File: config.mk
export PLATFORM = sky130hd
export DESIGN_NAME = prog_cycle_seq
export DESIGN_NICKNAME = d
export VERILOG_FILES = /design/src/rtl/pcs_pkg.sv /design/src/rtl/pcs_wel.sv /design/src/rtl/pcs_window.sv /design/src/rtl/pcs_engine.sv /design/src/rtl/pcs_status.sv /design/src/rtl/prog_cycle_seq.sv
export SDC_FILE = /design/constraint.sdc
export NUM_CORES = 1
export LEC_CHECK = 0
export BUFFER_PORTS_ARGS = -buffer_cell sky130_fd_sc_hd__clkbuf_2
export CORE_UTILIZATION = 40
export DETAILED_ROUTE_END_ITERATION = 8
export PLACE_DENSITY = 0.62
export SYNTH_ARGS = -nofsm -noshare
export SYNTH_HDL_FRONTEND = slang
export SYNTH_SLANG_ARGS = --single-unit
File: constraint.sdc
create_clock -name clk -period 2.1 [get_ports clk]
set_input_delay 0.105 -clock clk [delete_from_list [all_inputs] [get_ports clk]]
set_output_delay 0.105 -clock clk [all_outputs]
set_load 0.02 [all_outputs]
File: src/rtl/pcs_pkg.sv
package pcs_pkg;
  typedef enum logic [2:0] {
    OP_READ  = 3'd0,
    OP_WRITE = 3'd1,
    OP_ERASE = 3'd2,
    OP_ERAL  = 3'd3,
    OP_WRAL  = 3'd4,
    OP_WEN   = 3'd5,
    OP_WDS   = 3'd6
  } pcs_op_e;

  function automatic logic is_prog(input pcs_op_e op);
    return (op == OP_WRITE) || (op == OP_ERASE) || (op == OP_ERAL) || (op == OP_WRAL);
  endfunction
endpackage

File: src/rtl/pcs_wel.sv
// Sticky write-enable latch; frozen while a cycle runs.
module pcs_wel
  import pcs_pkg::*;
(
  input  logic       clk,
  input  logic       rst_n,
  input  logic       cmd_valid,
  input  pcs_op_e    cmd_op,
  input  logic       busy,
  output logic       wel
);
  always_ff @(posedge clk or negedge rst_n) begin
    if (!rst_n) begin
      wel <= 1'b0;
    end else if (cmd_valid && !busy) begin
      if (cmd_op == OP_WEN)      wel <= 1'b1;
      else if (cmd_op == OP_WDS) wel <= 1'b0;
    end
  end
endmodule

File: src/rtl/pcs_window.sv
// Arms a program command and fires it only on a CS fall before the next SK rise.
module pcs_window
  import pcs_pkg::*;
#(
  parameter int ADDR_W = 4,
  parameter int DATA_W = 16
) (
  input  logic              clk,
  input  logic              rst_n,
  input  logic              cmd_valid,
  input  pcs_op_e           cmd_op,
  input  logic [ADDR_W-1:0] cmd_addr,
  input  logic [DATA_W-1:0] cmd_data,
  input  logic              busy,
  input  logic              wel,
  input  logic              cs_q,
  input  logic              cs_fall,
  input  logic              sk_rise,
  output logic              start,
  output pcs_op_e           op_q,
  output logic [ADDR_W-1:0] addr_q,
  output logic [DATA_W-1:0] data_q
);
  logic armed;
  logic accept;

  assign accept = cmd_valid && !busy && wel && is_prog(cmd_op);
  assign start  = armed && cs_fall && !sk_rise && wel;

  always_ff @(posedge clk or negedge rst_n) begin
    if (!rst_n) begin
      armed  <= 1'b0;
      op_q   <= OP_READ;
      addr_q <= '0;
      data_q <= '0;
    end else if (accept) begin
      armed  <= 1'b1;
      op_q   <= cmd_op;
      addr_q <= cmd_addr;
      data_q <= cmd_data;
    end else if (armed && (cs_fall || sk_rise || !cs_q)) begin
      armed  <= 1'b0;
    end
  end
endmodule

File: src/rtl/pcs_engine.sv
// Self-timed cycle: counts CYCLE_CLKS clocks and sweeps the array write port.
module pcs_engine
  import pcs_pkg::*;
#(
  parameter int ADDR_W     = 4,
  parameter int DATA_W     = 16,
  parameter int CYCLE_CLKS = 40
) (
  input  logic              clk,
  input  logic              rst_n,
  input  logic              start,
  input  pcs_op_e           op,
  input  logic [ADDR_W-1:0] addr,
  input  logic [DATA_W-1:0] data,
  output logic              busy,
  output logic              mem_we,
  output logic [ADDR_W-1:0] mem_addr,
  output logic [DATA_W-1:0] mem_wdata
);
  localparam int DEPTH = 1 << ADDR_W;
  localparam int CW    = $clog2(CYCLE_CLKS + 1);
  localparam logic [CW-1:0] LAST    = CW'(CYCLE_CLKS - 1);
  localparam logic [CW-1:0] DEPTH_C = CW'(DEPTH);
  localparam logic [DATA_W-1:0] ONES = '1;

  logic [CW-1:0]     cnt;
  pcs_op_e           op_r;
  logic [ADDR_W-1:0] addr_r;
  logic [DATA_W-1:0] data_r;

  always_ff @(posedge clk or negedge rst_n) begin
    if (!rst_n) begin
      busy   <= 1'b0;
      cnt    <= '0;
      op_r   <= OP_READ;
      addr_r <= '0;
      data_r <= '0;
    end else if (start) begin
      busy   <= 1'b1;
      cnt    <= '0;
      op_r   <= op;
      addr_r <= addr;
      data_r <= data;
    end else if (busy) begin
      if (cnt == LAST) busy <= 1'b0;
      cnt <= cnt + 1'b1;
    end
  end

  always_comb begin
    mem_we    = 1'b0;
    mem_addr  = addr_r;
    mem_wdata = ONES;
    if (busy) begin
      unique case (op_r)
        OP_WRITE: begin
          if (cnt == '0) begin
            mem_we = 1'b1;
          end else if (cnt == CW'(1)) begin
            mem_we    = 1'b1;
            mem_wdata = data_r;
          end
        end
        OP_ERASE: mem_we = (cnt == '0);
        OP_ERAL, OP_WRAL: begin
          mem_we    = (cnt < DEPTH_C);
          mem_addr  = cnt[ADDR_W-1:0];
          mem_wdata = (op_r == OP_WRAL) ? data_r : ONES;
        end
        default: mem_we = 1'b0;
      endcase
    end
  end
endmodule

File: src/rtl/pcs_status.sv
// Ready/busy status on data out, hidden again by a dummy 1 on DI.
module pcs_status (
  input  logic clk,
  input  logic rst_n,
  input  logic start,
  input  logic busy,
  input  logic cs,
  input  logic di,
  input  logic sk_rise,
  input  logic sk_fall,
  output logic do_out,
  output logic do_oe
);
  logic show;
  logic hide_pend;

  always_ff @(posedge clk or negedge rst_n) begin
    if (!rst_n) begin
      show      <= 1'b0;
      hide_pend <= 1'b0;
    end else if (start) begin
      show      <= 1'b1;
      hide_pend <= 1'b0;
    end else if (hide_pend && sk_fall) begin
      show      <= 1'b0;
      hide_pend <= 1'b0;
    end else if (show && cs && sk_rise && di) begin
      hide_pend <= 1'b1;
    end
  end

  assign do_oe  = cs && show;
  assign do_out = !busy;
endmodule

File: src/rtl/prog_cycle_seq.sv
module prog_cycle_seq
  import pcs_pkg::*;
#(
  parameter int ADDR_W     = 4,
  parameter int DATA_W     = 16,
  parameter int CYCLE_CLKS = 40
) (
  input  logic              clk,
  input  logic              rst_n,
  input  logic              cmd_valid,
  input  logic [2:0]        cmd_op,
  input  logic [ADDR_W-1:0] cmd_addr,
  input  logic [DATA_W-1:0] cmd_data,
  input  logic              cs,
  input  logic              sk,
  input  logic              di,
  output logic              mem_we,
  output logic [ADDR_W-1:0] mem_addr,
  output logic [DATA_W-1:0] mem_wdata,
  output logic              do_out,
  output logic              do_oe,
  output logic              busy
);
  logic cs_q, sk_q;
  logic cs_fall, sk_rise, sk_fall;
  logic wel, start;
  pcs_op_e           op_in, op_q;
  logic [ADDR_W-1:0] addr_q;
  logic [DATA_W-1:0] data_q;

  assign op_in = pcs_op_e'(cmd_op);

  always_ff @(posedge clk or negedge rst_n) begin
    if (!rst_n) begin
      cs_q <= 1'b0;
      sk_q <= 1'b0;
    end else begin
      cs_q <= cs;
      sk_q <= sk;
    end
  end

  assign cs_fall = cs_q && !cs;
  assign sk_rise = !sk_q && sk;
  assign sk_fall = sk_q && !sk;

  pcs_wel u_wel (
    .clk(clk), .rst_n(rst_n), .cmd_valid(cmd_valid), .cmd_op(op_in),
    .busy(busy), .wel(wel)
  );

  pcs_window #(.ADDR_W(ADDR_W), .DATA_W(DATA_W)) u_win (
    .clk(clk), .rst_n(rst_n), .cmd_valid(cmd_valid), .cmd_op(op_in),
    .cmd_addr(cmd_addr), .cmd_data(cmd_data), .busy(busy), .wel(wel),
    .cs_q(cs_q), .cs_fall(cs_fall), .sk_rise(sk_rise), .start(start),
    .op_q(op_q), .addr_q(addr_q), .data_q(data_q)
  );

  pcs_engine #(.ADDR_W(ADDR_W), .DATA_W(DATA_W), .CYCLE_CLKS(CYCLE_CLKS)) u_eng (
    .clk(clk), .rst_n(rst_n), .start(start), .op(op_q), .addr(addr_q),
    .data(data_q), .busy(busy), .mem_we(mem_we), .mem_addr(mem_addr),
    .mem_wdata(mem_wdata)
  );

  pcs_status u_st (
    .clk(clk), .rst_n(rst_n), .start(start), .busy(busy), .cs(cs), .di(di),
    .sk_rise(sk_rise), .sk_fall(sk_fall), .do_out(do_out), .do_oe(do_oe)
  );
endmodule

# Word level (Yosys, flattened, before mapping)

Index checks and enable logic that the tools add are counted.

Reductions and logical operators: 33
Eq/ne operators: 12
Order comparisons: 1
Multiplexer cells: 25
$add $sub $neg: 1

Operator list:

| cell                                                                  | count |
|---|---|
| 16-bit two-way mux                                                    | 4 |
| 16-bit case mux with 2 select lines                                   | 1 |
| 1-bit two-way mux                                                     | 15 |
| 1-bit logical AND                                                     | 14 |
| 3-bit by 2-bit equality test with 1-bit output, second input constant | 4 |
| 3-bit equality test, second input constant                            | 4 |
| 6-bit two-way mux                                                     | 2 |
| 4-bit two-way mux                                                     | 2 |
| 2-bit nonzero test                                                    | 4 |
| 6-bit by 1-bit adder with 6-bit output, second input constant         | 1 |
| 3-bit by 1-bit equality test with 1-bit output, second input constant | 2 |
| 6-bit by 1-bit equality test with 1-bit output, second input constant | 1 |
| 6-bit equality test, second input constant                            | 1 |
| 1-bit logical NOT                                                     | 6 |
| 6-bit logical NOT                                                     | 1 |
| 6-bit by 5-bit < comparator with 1-bit output, second input constant  | 1 |
| 1-bit logical OR                                                      | 5 |
| 1-bit case mux with 3 select lines                                    | 1 |
| 3-bit nonzero test                                                    | 1 |
| 2-bit AND reduction                                                   | 1 |
| 2-bit OR reduction                                                    | 1 |

Input port bits: 29
Output and inout bits: 24
Register bits: 59
Logic and storage cells: 86

# Longest topological paths before layout

Gate-level depths: netlist of run 1.

Word-level depth: 7
Depth in mapped cells: 6
Depth with buffers taken out: 5

# Cells and area by module

A second synthesis of run 1 with hierarchy kept.

Cells, all modules: 209
Area total of the unflattened synthesis: 2,777.7 um^2

Modules (own cells, without submodules):

| module         | area an instance (um^2) | instances | cells an instance |
|---|---|---|---|
| pcs_engine     | 1,462.7                 | 1         | 121 |
| pcs_window     | 1,091.0                 | 1         | 68 |
| pcs_status     | 97.6                    | 1         | 9 |
| prog_cycle_seq | 71.3                    | 1         | 5 |
| pcs_wel        | 55.1                    | 1         | 6 |

# Worst setup path after synthesis of run 1

No wires, ideal clock.

Kind: reg-to-output
From: register u_eng.cnt[0]
To: output mem_wdata[10]
Path slack: 300 ps
Arrival time: 1,695 ps
Path buffers: 1
Cell stages (with the launch flop): 7
Required time: 1,995 ps
Cell sequence: dfrtp_1 > inv_1 > ha_1 > nor4bb_1 > a31o_2 > clkbuf_1 > nand3b_1

Longest elaborated chain between the ends: 5

Ends and longest elaborated chain:

| element                                        | RTL line             | source |
|---|---|---|
| start: declaration                             | pcs_engine.sv:26     | `logic [CW-1:0] cnt;` |
| start signal: assignment                       | pcs_engine.sv:46     | `cnt <= cnt + 1'b1;` |
| 6-bit by 1-bit equality test with 1-bit output | pcs_engine.sv:59     | `end else if (cnt == CW'(1)) begin` |
| 16-bit two-way mux                             | pcs_engine.sv:59     |  |
| 16-bit two-way mux (*)                         | pcs_engine.sv:57     | `if (cnt == '0) begin` |
| 16-bit case mux with 2 select lines (*)        | pcs_engine.sv:55     | `unique case (op_r)` |
| 16-bit two-way mux (*)                         | pcs_engine.sv:54     | `if (busy) begin` |
| end: declaration                               | prog_cycle_seq.sv:19 | `output logic [DATA_W-1:0] mem_wdata,` |

Mark *: on every way between the ends. The rest lies on a longest branch, timed or not.

# Final worst setup path of run 1

From: register u_eng.cnt[0]
To: output mem_wdata[15]

Same word-level chain as after synthesis.

==> impl_metrics.env, run 1 <==
export IMPL_fin_nets=327
export IMPL_synth_xor_area_share=0.0196
export IMPL_switching_share=0.266
export IMPL_io_buffers=52
export IMPL_synth_compound_area_share=0.0526
export IMPL_fmax_mhz=493
export IMPL_synthesis_nets=241
export IMPL_outcome="finished, violations left"
export IMPL_power_frac_seq=0.460
export IMPL_synthTopCellsByArea="dfrtp_1 55%, mux2_2 20%, nand3b_1 5.0%"
export IMPL_cts_tree="built"
export IMPL_holdWs_ns=0.0423
export IMPL_utilization=0.562
export IMPL_grt_pass1_vias=1973
export IMPL_synthSimpleGateAreaFrac=0.128
export IMPL_antenna_found_initial=0
export IMPL_synthAdderAreaFrac=0.0140
export IMPL_hold_path_class="input pin to register"
export IMPL_cts_path_max_buffers=2
export IMPL_wl_per_cell_um=15.2
export IMPL_vdd_ir_drop_max_v=0.000478
export IMPL_arrival_ns=1.93
export IMPL_dr_pass1_iters=6
export IMPL_setup_reg_to_reg_worst_slack_ns=0.47
export IMPL_setup_viol=0
export IMPL_area_growth_pct=34.4
export IMPL_fin_worst_skew_ns=0.00436
export IMPL_stdcell_count=377
export IMPL_max_slew_margin=0.576
export IMPL_slew_violations=0
export IMPL_synth_top_area_frac=0.549
export IMPL_crit_path_start_kind="register"
export IMPL_grt_ovfl_total=0
export IMPL_grt_start_max_net_pins=37
export IMPL_cts_buffers=9
export IMPL_synth_cell_types=34
export IMPL_tightest_slew_ns=0.636
export IMPL_dr_total_vias=1960
export IMPL_row_count=29
export IMPL_multi_input_area_um2=1180
export IMPL_drt_iter0_drc=89
export IMPL_pwr_share_comb=0.184
export IMPL_power_switching_uw=879
export IMPL_power_density_nw_per_um2=915
export IMPL_synth_top_family_by_area="multiplexers"
export IMPL_timing_max_cap_violations=0
export IMPL_synth_area_per_cell_um2=12.9
export IMPL_fin_total_pwr_mw=3.31
export IMPL_antenna_left=0
export IMPL_power_share_clock=0.356
export IMPL_syn_area_um2=2690
export IMPL_ioPinCount=53
export IMPL_grt_pass1_wl_mm=9.64
export IMPL_worstPathMaxFanout=8
export IMPL_yosys_warnings=0
export IMPL_antenna_cells=0
export IMPL_ys_seq_elements=59
export IMPL_worstPathRequired_ns=2.00
export IMPL_via_per_inst=5.20
export IMPL_nFillCells=574
export IMPL_place_inst=331
export IMPL_path_class="register to output pin"
export IMPL_dieArea_um2=7050
export IMPL_initial_utilization=0.418
export IMPL_cts_sinks=59
export IMPL_drcViolationCount=6
export IMPL_violations="design-rule violations"
export IMPL_p_leak_nw=1.65
export IMPL_drive_above_1_share=0.450
export IMPL_die_h_um=84.0
export IMPL_synth_top_cell_by_area="dfrtp_1"
export IMPL_p_int_mw=2.43
export IMPL_die_x_um=84.0
export IMPL_clk_pin_slew_ns=0.06
export IMPL_core_area_um2=6420
export IMPL_end_kind="output pin"
export IMPL_synthMuxAreaShare=0.204
export IMPL_finalCritPeriodShare=0.967
export IMPL_netlist_instances=209
export IMPL_track_usage=0.181
export IMPL_clk_latency_ns=0.34
export IMPL_hold_viol=0
export IMPL_gp_congestion=0.775
export IMPL_dp_hpwl_mm=3.41
export IMPL_finalWirelength_mm=5.75
export IMPL_ys_seq_area_frac=0.549
export IMPL_cts_max_level=3
export IMPL_min_period_ns=2.03
export IMPL_cts_root_buf="clkbuf_8"
export IMPL_regArea_um2=1480
## cells in the mapped netlist (all sizes together)
cell / n
a21o: 2
a21oi: 6
a31o: 1
a41oi: 1
and2: 1
and4b: 1
and4bb: 1
buf: 7
clkbuf: 5
dfrtp: 59
ha: 3
inv: 4
mux2: 47
mux2i: 2
nand2: 6
nand2b: 1
nand3: 3
nand3b: 18
nand4: 3
nor2: 11
nor2b: 3
nor4b: 2
nor4bb: 1
o211ai: 3
o21ai: 9
o21bai: 1
or3: 1
or3b: 1
xnor2: 3
xor2: 3
## layer usage
layer  wire (µm)  part of all wire  global-route usage
met4          67             0.012              0.0517
met5           0                 0                   0
met3         282             0.049              0.0712
met1        2650              0.46               0.236
met2        2750              0.48               0.279
## power by group through the flow
stage          registers, mW  clock network (mW)  logic, mW
2_1_floorplan           1.47                   0      0.363
3_3_place_gp            1.54                   0      0.434
3_5_place_dp            1.55                   0      0.446
4_1_cts                 1.51                1.19      0.570
5_1_grt                 1.55                1.26      0.673
6_report                1.52                1.18      0.609
## cells by family after synthesis
logic type	count (synthesis)
xor gates and xnor gates	6
DFF	59
buffers and inverters	16
and+or+nand+nor	53
muxes	49
AOI/OAI and AO/OA	23
adders and majority gates	3
## sequential cells by signal (all words and copies together) (netlist names), 3 cells and up
name and flops:
u_eng.op_r 3, u_eng.cnt 6, u_win.addr_q 4, u_eng.data_r 16, u_win.op_q 3, u_eng.addr_r 4, u_win.data_q 16
## metrics by stage
stage	TNS (ns)	cell area [µm²]	worst slack (ns)
6_report	0	3610	0.0698
5_1_grt	-0.0171	3610	-0.00791
4_1_cts	0	3570	0.0127
3_5_place_dp	0	3050	0.188
3_3_place_gp	0	3050	0.275
2_1_floorplan	0	2690	0.300
## repair_timing
action,CTS,global route
endpoints found under the hold margin,45,1
endpoints found under the setup margin,16,21
hold buffers,23,1
gates resized for setup,6,4
cloned,1,0
buffers inserted,3,2
pin swaps,2,1
## cells in the final DEF (no fill, tap or decap), types with 2 or more instances in the layout
cell type	count
mux2i_1	2
nand4_1	3
a21oi_1	4
dfrtp_1	58
a21o_1	2
a21oi_2	2
o21ai_0	9
ha_1	2
clkbuf_2	51
inv_1	4
nor2_1	11
mux2_2	47
o211ai_1	3
a31o_4	2
nand2_1	6
buf_4	7
dlygate4sd3_1	24
xor2_1	3
clkbuf_8	11
xnor2_1	3
nor2b_1	2
bufinv_16	2
nand3b_1	18
nand3_1	3
buf_12	3
## final timing paths
check                           depth (start not counted)       startpoint              end
worst max-delay path                                    6     u_eng.cnt[0]    mem_wdata[15]
worst min-delay path                                    2        cmd_op[1]        u_wel.wel
worst max register to register                          4       u_eng.busy  u_win.addr_q[2]
worst min register to register                          1  u_eng.data_r[0]  u_eng.data_r[0]
max in group asynchronous                               3            rst_n     u_eng.cnt[0]
min in group asynchronous                               2            rst_n    u_win.op_q[1]
## worst max-delay path, cell delays in order (launching register included)
cell      delay [ns]
dfrtp_2         0.39
inv_1           0.05
ha_2            0.20
nor4bb_4        0.39
a31o_4          0.28
nand3b_1        0.10
buf_2           0.17
## layout make-up
cell class	count	area share
well taps	77	0.0267
clock buffers	12	0.0430
multi-input cells	135	0.327
inverters	4	0.00416
clock inverters	4	0.0201
repair buffers	86	0.170
flip-flops and latches	59	0.409
Power figures use the tool's default switching activity.
==> inputs of run 2 (changes only) <==
Settings changed: RECOVER_POWER set to 100.
==> impl_metrics.env, run 2 (same netlist as run 1, synthesis figures left out) <==
export IMPL_place_ws_ns=0.188
export IMPL_timing_max_cap_violations=0
export IMPL_row_count=29
export IMPL_max_slew_margin=0.0917
export IMPL_die_x_um=84.0
export IMPL_gp_congestion=0.775
export IMPL_arrival_ns=1.92
export IMPL_power_density_nw_per_um2=923
export IMPL_reg_top3="u_eng.data_r: 16 flops, u_win.data_q: 16 flops, u_eng.cnt: 6 flops"
export IMPL_power_share_clock=0.357
export IMPL_pwr_share_comb=0.183
export IMPL_ioPinCount=53
export IMPL_setup_ws_ns=0.0731
export IMPL_slowest_stage="dfrtp_1"
export IMPL_cp_cell_sequence="nor2b_2, a21oi_2, mux2_1, clkbuf_2"
export IMPL_core_area_um2=6420
export IMPL_setup_reg_to_reg_worst_slack_ns=0.16
export IMPL_min_period_ns=2.03
export IMPL_worstPathMaxFanout=6
export IMPL_die_h_um=84.0
export IMPL_cts_max_level=3
export IMPL_mostFrequentLayoutCells="58 x dfrtp_1, 47 x clkbuf_2, 45 x mux2_2, 24 x dlygate4sd3_1, 18 x nand3b_1"
export IMPL_startpoint="u_eng.op_r[2]"
export IMPL_power_frac_seq=0.460
export IMPL_cts_tree="built"
export IMPL_endpoint="mem_addr[1]"
export IMPL_cts_root_buf="clkbuf_8"
export IMPL_dr_total_vias=1935
export IMPL_slew_violations=0
export IMPL_finalCritPeriodShare=0.965
export IMPL_vdd_ir_drop_max_v=0.000477
export IMPL_utilization=0.556
export IMPL_fmax_mhz=493
export IMPL_outcome="finished, violations left"
export IMPL_via_per_inst=5.13
export IMPL_wl_per_cell_um=15.3
export IMPL_path_class="register to output pin"
export IMPL_grt_ovfl_total=0
export IMPL_violations="design-rule violations"
export IMPL_critical_path_max_stage_delay_ns=0.50
export IMPL_dieArea_um2=7050
export IMPL_track_usage=0.181
export IMPL_fin_nets=327
export IMPL_grt_pass1_wl_mm=9.64
export IMPL_initial_utilization=0.418
export IMPL_power_switching_uw=875
export IMPL_io_buffers=52
export IMPL_dr_pass1_iters=6
export IMPL_hold_path_class="input pin to register"
export IMPL_fin_worst_skew_ns=0.00434
export IMPL_tightest_slew_ns=1.36
export IMPL_switching_share=0.265
export IMPL_clk_latency_ns=0.34
export IMPL_clk_pin_slew_ns=0.06
export IMPL_crit_path_start_kind="register"
export IMPL_p_int_mw=2.42
export IMPL_grt_start_max_net_pins=37
export IMPL_setup_viol=0
export IMPL_dp_hpwl_mm=3.41
export IMPL_end_kind="output pin"
export IMPL_drcViolationCount=6
export IMPL_area_growth_pct=32.9
export IMPL_drive_above_1_share=0.420
export IMPL_rr_worst_depth=4
export IMPL_nFillCells=581
export IMPL_antenna_found_initial=0
export IMPL_mostFrequentLayoutCell="dfrtp_1"
export IMPL_rr_startpoint="u_eng.busy"
export IMPL_grt_pass1_vias=1973
export IMPL_p_leak_nw=1.63
export IMPL_finalWirelength_mm=5.76
export IMPL_cts_path_max_buffers=2
export IMPL_antenna_cells=0
export IMPL_antenna_left=0
export IMPL_drt_iter0_drc=106
export IMPL_hold_viol=0
export IMPL_reg2reg_to="u_win.addr_q[2]"
export IMPL_cts_sinks=59
export IMPL_worstPathRequired_ns=2.00
export IMPL_cts_buffers=9
==> run 2: changes by cell type in the layout (fill, tap and decap cells not counted), moves of 2 or more <==
cell,before,now
clkbuf_1,1,6
clkbuf_2,51,47
mux2_1,0,2
mux2_2,47,45
==> run 2: critical path, delay by kind of cell, from the launching register on <==
family / cells / cell delay (ns)
muxes: 1 / 0.39
and+or+nand+nor: 1 / 0.37
DFF: 1 / 0.50
AOI/OAI and AO/OA: 1 / 0.16
buffers and inverters: 1 / 0.17
==> run 2: what timing repair did <==
action | CTS | global route
gates cloned | 1 | 0
resized for setup | 6 | 4
hold endpoints to repair | 45 | 1
pin swaps | 2 | 1
buffers inserted | 3 | 2
hold buffers | 23 | 1
setup endpoints to repair | 16 | 21
==> run 2: metal layers <==
layer  share of wire  GRT usage
met3           0.043     0.0712
met4           0.012     0.0517
met1            0.47      0.236
met2            0.47      0.279
met5               0          0
==> run 2: metrics by stage <==
stage | total power [mW] | TNS (ns) | area (µm²) | cells | hold WS [ns]
final | 3.30 | 0 | 3570 | 377 | 0.0432
after floorplan | 1.83 | 0 | 2690 | 209 | -0.191
after global routing | 3.47 | -0.0171 | 3570 | 377 | 0.0250
after detailed placement | 1.99 | 0 | 3050 | 331 | 0.163
after CTS | 3.27 | 0 | 3570 | 374 | 0.00271
after global placement | 1.97 | 0 | 3050 | 331 | 0.170
==> run 2: how the worst min path moves through the flow <==
stage	slack, ns	end	cells after the start	startpoint
after floorplan	-0.19	cs_q	0	rst_n
after global placement	0.17	u_win.op_q[1]	1	rst_n
after detailed placement	0.16	u_eng.addr_r[3]	1	rst_n
after CTS	0.003	u_win.addr_q[3]	2	cmd_addr[3]
after global routing	0.02	u_wel.wel	2	cmd_op[1]
final	0.04	u_wel.wel	2	cmd_op[1]
==> run 2: area by class of cell <==
cell class / count / area (µm²) / area share
clock buffer: 12 / 155 / 0.0434
clock inverter: 4 / 72.6 / 0.0203
inverter: 4 / 15.0 / 0.00420
multi-input combinational: 135 / 1160 / 0.326
sequential: 59 / 1480 / 0.414
tap: 77 / 96.3 / 0.0270
timing repair buffer: 86 / 592 / 0.166
==> run 2: power by group through the flow <==
stage               Sequential, mW  Clock (mW)  Combinational [mW]
floorplan                     1.47           0               0.363
global placement              1.54           0               0.434
detailed placement            1.55           0               0.446
CTS                           1.51        1.19               0.570
global route                  1.55        1.26               0.668
finish                        1.52        1.18               0.604
